<file path="src/rtl/tfc_pkg.sv">
package tfc_pkg;

  typedef enum logic [1:0] {
    RES_OK    = 2'd0,
    RES_OPEN  = 2'd1,
    RES_SHORT = 2'd2,
    RES_DIAG  = 2'd3
  } res_code_e;

  // Bits needed for the largest position: max cycle * per-cycle + max phase.
  function automatic int pos_bits(int cyc_w, int ph_w, int per_cyc);
    return $clog2(((1 << cyc_w) - 1) * per_cyc + (1 << ph_w));
  endfunction

endpackage

</file>
<file path="src/rtl/tfc_pos_conv.sv">
module tfc_pos_conv #(
  parameter int CYC_W   = 7,
  parameter int PH_W    = 7,
  parameter int PER_CYC = 96,
  parameter int POS_W   = 14
) (
  input  logic [CYC_W+PH_W-1:0] tword,
  output logic [POS_W-1:0]      pos
);
  logic [CYC_W-1:0] cyc;
  logic [PH_W-1:0]  ph;

  assign {cyc, ph} = tword;
  assign pos = POS_W'(cyc) * POS_W'(PER_CYC) + POS_W'(ph);
endmodule

</file>
<file path="src/rtl/tfc_window_chk.sv">
module tfc_window_chk #(
  parameter int POS_W    = 14,
  parameter int MIN_SEP  = 96,
  parameter int SEP_SPAN = 89,
  parameter int JITTER   = 30
) (
  input  logic [POS_W-1:0] later,
  input  logic [POS_W-1:0] earlier,
  input  logic [POS_W-1:0] hyb,
  output logic             pass
);
  localparam int D_W = POS_W + 2;
  typedef logic signed [D_W-1:0] sd_t;
  localparam sd_t LO  = sd_t'(MIN_SEP);
  localparam sd_t HI  = sd_t'(MIN_SEP + SEP_SPAN);
  localparam sd_t JIT = sd_t'(JITTER);

  sd_t later_s, earlier_s, hyb_s, sep;

  assign later_s   = sd_t'({2'b00, later});
  assign earlier_s = sd_t'({2'b00, earlier});
  assign hyb_s     = sd_t'({2'b00, hyb});
  assign sep       = later_s - earlier_s;

  assign pass = (sep >= LO) && (sep < HI) &&
                (hyb_s < later_s) && (hyb_s < earlier_s + JIT);
endmodule

</file>
<file path="src/rtl/tdr_fault_classifier.sv">
module tdr_fault_classifier #(
  parameter int CYC_W    = 7,
  parameter int PH_W     = 7,
  parameter int PER_CYC  = 96,
  parameter int MIN_SEP  = 96,
  parameter int SEP_SPAN = 89,
  parameter int JITTER   = 30,
  parameter int NOISE    = 20,
  parameter int AMP_W    = 16,
  parameter int GAIN_W   = 16,
  parameter int POS_W    = tfc_pkg::pos_bits(CYC_W, PH_W, PER_CYC)
) (
  input  logic                   clk,
  input  logic                   rst_n,
  input  logic                   start,
  input  logic [GAIN_W-1:0]      gain_idx,
  input  logic [AMP_W-1:0]       pos_amp,
  input  logic [AMP_W-1:0]       neg_amp,
  input  logic [CYC_W+PH_W-1:0]  pos_time,
  input  logic [CYC_W+PH_W-1:0]  neg_time,
  input  logic [POS_W-1:0]       hyb_pos,
  output logic                   res_valid,
  output logic [1:0]             res_code
);
  import tfc_pkg::*;

  localparam int TW = CYC_W + PH_W;
  localparam int NPK = 2;  // index 0: positive peak, 1: negative peak

  // Stage 1: capture registers
  logic              v1;
  logic [GAIN_W-1:0] gain_q;
  logic [AMP_W-1:0]  amp_q [NPK];
  logic [TW-1:0]     tw_q  [NPK];
  logic [POS_W-1:0]  hyb_q;

  always_ff @(posedge clk or negedge rst_n) begin
    if (!rst_n) begin
      v1     <= 1'b0;
      gain_q <= '0;
      hyb_q  <= '0;
      for (int i = 0; i < NPK; i++) begin
        amp_q[i] <= '0;
        tw_q[i]  <= '0;
      end
    end else begin
      v1 <= start;
      if (start) begin
        gain_q   <= gain_idx;
        hyb_q    <= hyb_pos;
        amp_q[0] <= pos_amp;
        amp_q[1] <= neg_amp;
        tw_q[0]  <= pos_time;
        tw_q[1]  <= neg_time;
      end
    end
  end

  // Position expansion for each peak
  logic [POS_W-1:0] pk_pos [NPK];
  logic [NPK-1:0]   win_ok;

  for (genvar g = 0; g < NPK; g++) begin : g_peak
    tfc_pos_conv #(
      .CYC_W(CYC_W), .PH_W(PH_W), .PER_CYC(PER_CYC), .POS_W(POS_W)
    ) u_conv (
      .tword(tw_q[g]),
      .pos  (pk_pos[g])
    );
    // Window g treats peak g as the later one
    tfc_window_chk #(
      .POS_W(POS_W), .MIN_SEP(MIN_SEP), .SEP_SPAN(SEP_SPAN), .JITTER(JITTER)
    ) u_win (
      .later  (pk_pos[g]),
      .earlier(pk_pos[NPK-1-g]),
      .hyb    (hyb_q),
      .pass   (win_ok[g])
    );
  end

  // Verdict
  res_code_e cand, verdict;
  logic      amps_ok, gain_ok;

  always_comb begin
    if (pk_pos[0] > pk_pos[1] && win_ok[0])      cand = RES_SHORT;
    else if (pk_pos[1] > pk_pos[0] && win_ok[1]) cand = RES_OPEN;
    else                                         cand = RES_OK;
    amps_ok = (amp_q[0] > AMP_W'(NOISE)) && (amp_q[1] > AMP_W'(NOISE));
    gain_ok = !gain_q[GAIN_W-1];
    verdict = (amps_ok && gain_ok) ? cand : RES_OK;
  end

  // Stage 2: result registers
  res_code_e code_q;

  always_ff @(posedge clk or negedge rst_n) begin
    if (!rst_n) begin
      res_valid <= 1'b0;
      code_q    <= RES_OK;
    end else begin
      res_valid <= v1;
      if (v1) code_q <= verdict;
    end
  end

  assign res_code = code_q;


  latency_chk: assert property (@(posedge clk) disable iff (!rst_n)
    start |-> ##2 res_valid);


  no_spurious_chk: assert property (@(posedge clk) disable iff (!rst_n)
    res_valid |-> $past(start, 2));


  noise_gate_chk: assert property (@(posedge clk) disable iff (!rst_n)
    (start && (pos_amp <= AMP_W'(NOISE) || neg_amp <= AMP_W'(NOISE)))
      |-> ##2 (res_code == RES_OK));


  gain_gate_chk: assert property (@(posedge clk) disable iff (!rst_n)
    (start && gain_idx[GAIN_W-1]) |-> ##2 (res_code == RES_OK));


  order_short_chk: assert property (@(posedge clk) disable iff (!rst_n)
    (v1 && pk_pos[0] >= pk_pos[1]) |=> (res_code != RES_OPEN));


  order_open_chk: assert property (@(posedge clk) disable iff (!rst_n)
    (v1 && pk_pos[1] >= pk_pos[0]) |=> (res_code != RES_SHORT));


  no_diag_chk: assert property (@(posedge clk) disable iff (!rst_n)
    res_valid |-> (res_code != RES_DIAG));
endmodule

</file>
<file path="config.mk">
export PLATFORM = sky130hd
export DESIGN_NAME = tdr_fault_classifier
export DESIGN_NICKNAME = d
export VERILOG_FILES = /design/src/rtl/tfc_pkg.sv /design/src/rtl/tfc_pos_conv.sv /design/src/rtl/tfc_window_chk.sv /design/src/rtl/tdr_fault_classifier.sv
export SDC_FILE = /design/constraint.sdc
export NUM_CORES = 1
export LEC_CHECK = 0
export CAP_MARGIN = 20
export CORE_MARGIN = 2
export CORE_UTILIZATION = 64
export CTS_CLUSTER_SIZE = 40
export DETAILED_ROUTE_END_ITERATION = 8
export DONT_BUFFER_PORTS = 1
export GPL_TIMING_DRIVEN = 0
export PLACE_DENSITY = 0.85
export SETUP_SLACK_MARGIN = 0.15
export SYNTH_ARGS = -nofsm -noshare
export SYNTH_HDL_FRONTEND = slang
export SYNTH_SLANG_ARGS = --single-unit
</file>
<file path="constraint.sdc">
create_clock -name clk -period 6.5 [get_ports clk]
set_input_delay 1.95 -clock clk [delete_from_list [all_inputs] [get_ports clk]]
set_output_delay 1.95 -clock clk [all_outputs]
set_load 0.01 [all_outputs]
</file>
==> results_dict.tcl <==
set metrics [dict create \
    drtAntennaViolNets 0 \
    antenna_cells 0 \
    layout_overhead_on_the_synthesized_area_pct 5.09 \
    run_status "completed" \
    hold_viol_final 0 \
    timing.hold.worst_path_depth 1 \
    ff_to_ff_path_depth 18 \
    synth_top_cells_by_area "dfrtp_1 28%, ha_1 16%, mux2_2 9.6%, o21ai_0 3.1%, a21oi_1 2.9%" \
    finalWeightedCongestion 0.904 \
    clkSlewWorstSetupHoldPaths_ps 80 \
    synth_enable_flop_cells 0 \
    post-synth-top-count-cell "ha_1" \
    synthCells 756 \
    grt_antenna_before_repair 0 \
    post_cts.repair.setup_buffers 0 \
    vias_in_the_first_global_route 5974 \
    cts-resized-gates 0 \
    skew_pair_late_insertion_delay_ps 370 \
    clock_sinks 79 \
    min-delay-path-class "register to register" \
    fmaxAchievable_ghz 0.188 \
    path_cells "ha_1 -> fa_1 -> a211oi_2 -> nor2_1 -> or2_1 -> buf_6 -> xnor2_4 -> ha_1 -> clkbuf_1 -> nand2_1 -> nor2_1 -> a2111oi_0 -> a21oi_1 -> or3_1 -> a21boi_0 -> o2111ai_1 -> or4_1 -> o22ai_2" \
    critical_path_class "register to register" \
    postSynth.asyncResetShare_pct 100 \
    yosysWarningCount 0 \
    remaining_drc_errors 0 \
    time_the_worst_path_needs_with_i_o_delays_and_setup_ps 5320 \
    worst-slew-pin-transition_ps 825 \
    final_min_period_over_clock_period_pct 81.8 \
    synth_sequential_area_ratio_pct 27.6 \
    die_area_um2 12000 \
    crit_path_end_kind "register" \
    drt_first_iter_violations 367 \
    worst_setup_path_start_kind "register" \
    synth.net_count 948 \
    design.portCount 96 \
    worstPathArrival_ps 5590 \
    drt-wirelength-per-cell_um 19.3 \
    critical_path_s_slowest_cell "a2111oi_0" \
    cts_max_level 3 \
    final_net_count 959 \
    avgViaCountPerCell 6.46 \
    clockRootBuffer "clkbuf_8" \
    floorplan.die.height_um 110 \
    setup_viol_count_final 0 \
    synth.top_cells.by_count "93 x ha_1, 79 x dfrtp_1, 61 x mux2_2" \
    grt_start_max_net_pins 80 \
    fin_skew_ps 17.3 \
    portBuffers 0 \
    critical_path.max_fanout 9 \
    cts-buffers-inserted 9 \
    firstDrtPassIters 5 \
    cts.path.max_buffers 2 \
    chipWidth_um 110 \
    placeableCoreArea_um2 10900 \
    power.density_cell_area_nw_per_um2 343 \
    yosys_most_used_dff "dfrtp_1" \
    timing.max_slew.rel_slack_pct 43.6 \
    power_leakage_uw 0.00331 \
    top_area_cell_type_share_of_the_netlist_area_pct 27.6 \
    critical_path_buf_inv_count 2 \
    grt_pass1_wl_um 28900 \
    grt_overflow_total 0 \
    grt_usage_pct 30.9 \
    ys_seq_elements 79 \
    placed_cell_area_um2 7330 \
    finalMaxSlewViolations 0 \
    hold_buffers 0 \
    cts_tree "built" \
    critical_path_depth 18 \
    routed_wire_length_um 17600 \
    mappedNetlistArea_um2 7150 \
    cpPeakStageDelay_ps 700 \
    synth.avg_cell_area_um2 9.46 \
    cap_violations 0 \
    dpl.hpwl_um 14100 \
    critPathTopFamily "compound AO/OA/AOI/OAI gates" \
    initial_cell_density_of_the_core_pct 65.7 \
    vias 5895 \
    finalInstanceArea_um2 7520 \
    peakVddDrop_uv 227 \
    synth_cell_type_count 90 \
    critPathRequiredTime_ps 6770 \
    yosysTopAreaCell "dfrtp_1" \
    post_route_cells_drive_above_1_share_pct 15.0 \
    floorplan.rows 38 \
    rsz0062_at_grt "false" \
    tns_ps 0 \
]
## state kept, by name, summed over array words and instances (netlist names)
name	cells
gain_q	1
v1	1
amp_q	32
tw_q	28
res_valid	1
res_code	2
hyb_q	14
## layer usage
layer | global-route usage [%] | wire [um]
met3 | 5.33 | 1060
met2 | 52.4 | 8680
met5 | 0 | 0
met4 | 12.3 | 467
met1 | 39.2 | 7390
## cell families (layout without fill, tap and decap cells)
group	count (synthesis)	after routing	synth area share, %
mux	66	66	10.3
xor+xnor	39	39	5.35
buf+inv	79	95	4.29
flops	79	79	27.6
simple gates	202	202	15.7
compound gates	190	190	18.5
fa+ha+maj	101	101	18.2
## worst register-to-register path, cell delays in order (launching register included)
cell       delay [ps]
dfrtp_1           460
ha_1              270
fa_1              440
a211oi_2          330
nor2_1            130
or2_1             260
buf_6             150
xnor2_4           320
ha_1              290
clkbuf_1          200
nand2_1           130
nor2_1             40
a2111oi_0         700
a21oi_1           180
or3_1             330
a21boi_0          170
o2111ai_1         220
or4_1             530
o22ai_2            90
## final timing paths
| kind | slack [ps] | endpoint | start |
|---|---|---|---|
| min in group asynchronous | 1270 | hyb_q[1]$_DFFE_PN0P_ | rst_n |
| setup / recovery | 1180 | res_code[1]$_DFFE_PN0P_ | tw_q[8]$_DFFE_PN0P_ |
| hold reg to reg | 520 | amp_q[1]$_DFFE_PN0P_ | amp_q[1]$_DFFE_PN0P_ |
| setup reg to reg | 1180 | res_code[1]$_DFFE_PN0P_ | tw_q[8]$_DFFE_PN0P_ |
| hold / removal | 520 | amp_q[1]$_DFFE_PN0P_ | amp_q[1]$_DFFE_PN0P_ |
| max in group asynchronous | 5090 | res_code[1]$_DFFE_PN0P_ | rst_n |
## cell usage in the layout (no fill, tap or decap), drive strengths merged, types with 3 or more instances in the layout
| cell type | count |
|---|---|
| ha | 93 |
| dfrtp | 79 |
| mux2 | 61 |
| inv | 56 |
| o21ai | 47 |
| nand2 | 45 |
| a21oi | 43 |
| nor2 | 38 |
| clkbuf | 33 |
| xnor2 | 25 |
| nor3 | 17 |
| nand3 | 17 |
| nor2b | 15 |
| a21o | 14 |
| xor2 | 14 |
| nor4 | 13 |
| nand4 | 9 |
| o21bai | 9 |
| and3 | 9 |
| o211ai | 8 |
| a211oi | 8 |
| nand3b | 6 |
| fa | 6 |
| and2 | 6 |
| mux2i | 5 |
| o21a | 5 |
| a21boi | 5 |
| or2 | 5 |
| nand2b | 4 |
| a31oi | 4 |
| or3 | 4 |
| o41ai | 4 |
| o311ai | 4 |
| nand4b | 3 |
| o2111ai | 3 |
| a211o | 3 |
| o221ai | 3 |
| buf | 3 |
| or4 | 3 |
| o22ai | 3 |
## report_power, final
group | switching (uW) | total (uW) | internal (uW)
clock | 186 | 348 | 161
sequential | 52.2 | 590 | 538
combinational | 967 | 1640 | 676
## layout make-up
class | count | area [um2]
inverter | 54 | 203
clock buffer | 11 | 151
tap | 140 | 175
sequential | 79 | 1980
multi-input combinational | 598 | 4870
fill | 808 | 3370
buffer | 25 | 104
clock inverter | 5 | 37.5
## metrics by stage
stage / total power [uW] / hold WS (ps) / std cells / worst slack (ps) / util (%)
global placement: 2130 / 482 / 896 / 1380 / 67.3
global route: 2790 / 528 / 912 / 760 / 69.0
floorplan: 1850 / 412 / 756 / 1930 / -
detailed placement: 2200 / 498 / 896 / 1300 / 67.3
finish: 2580 / 518 / 912 / 1180 / 69.0
CTS: 2550 / 515 / 912 / 1240 / 69.0
Note: power is estimated with default switching activity, not from simulation.
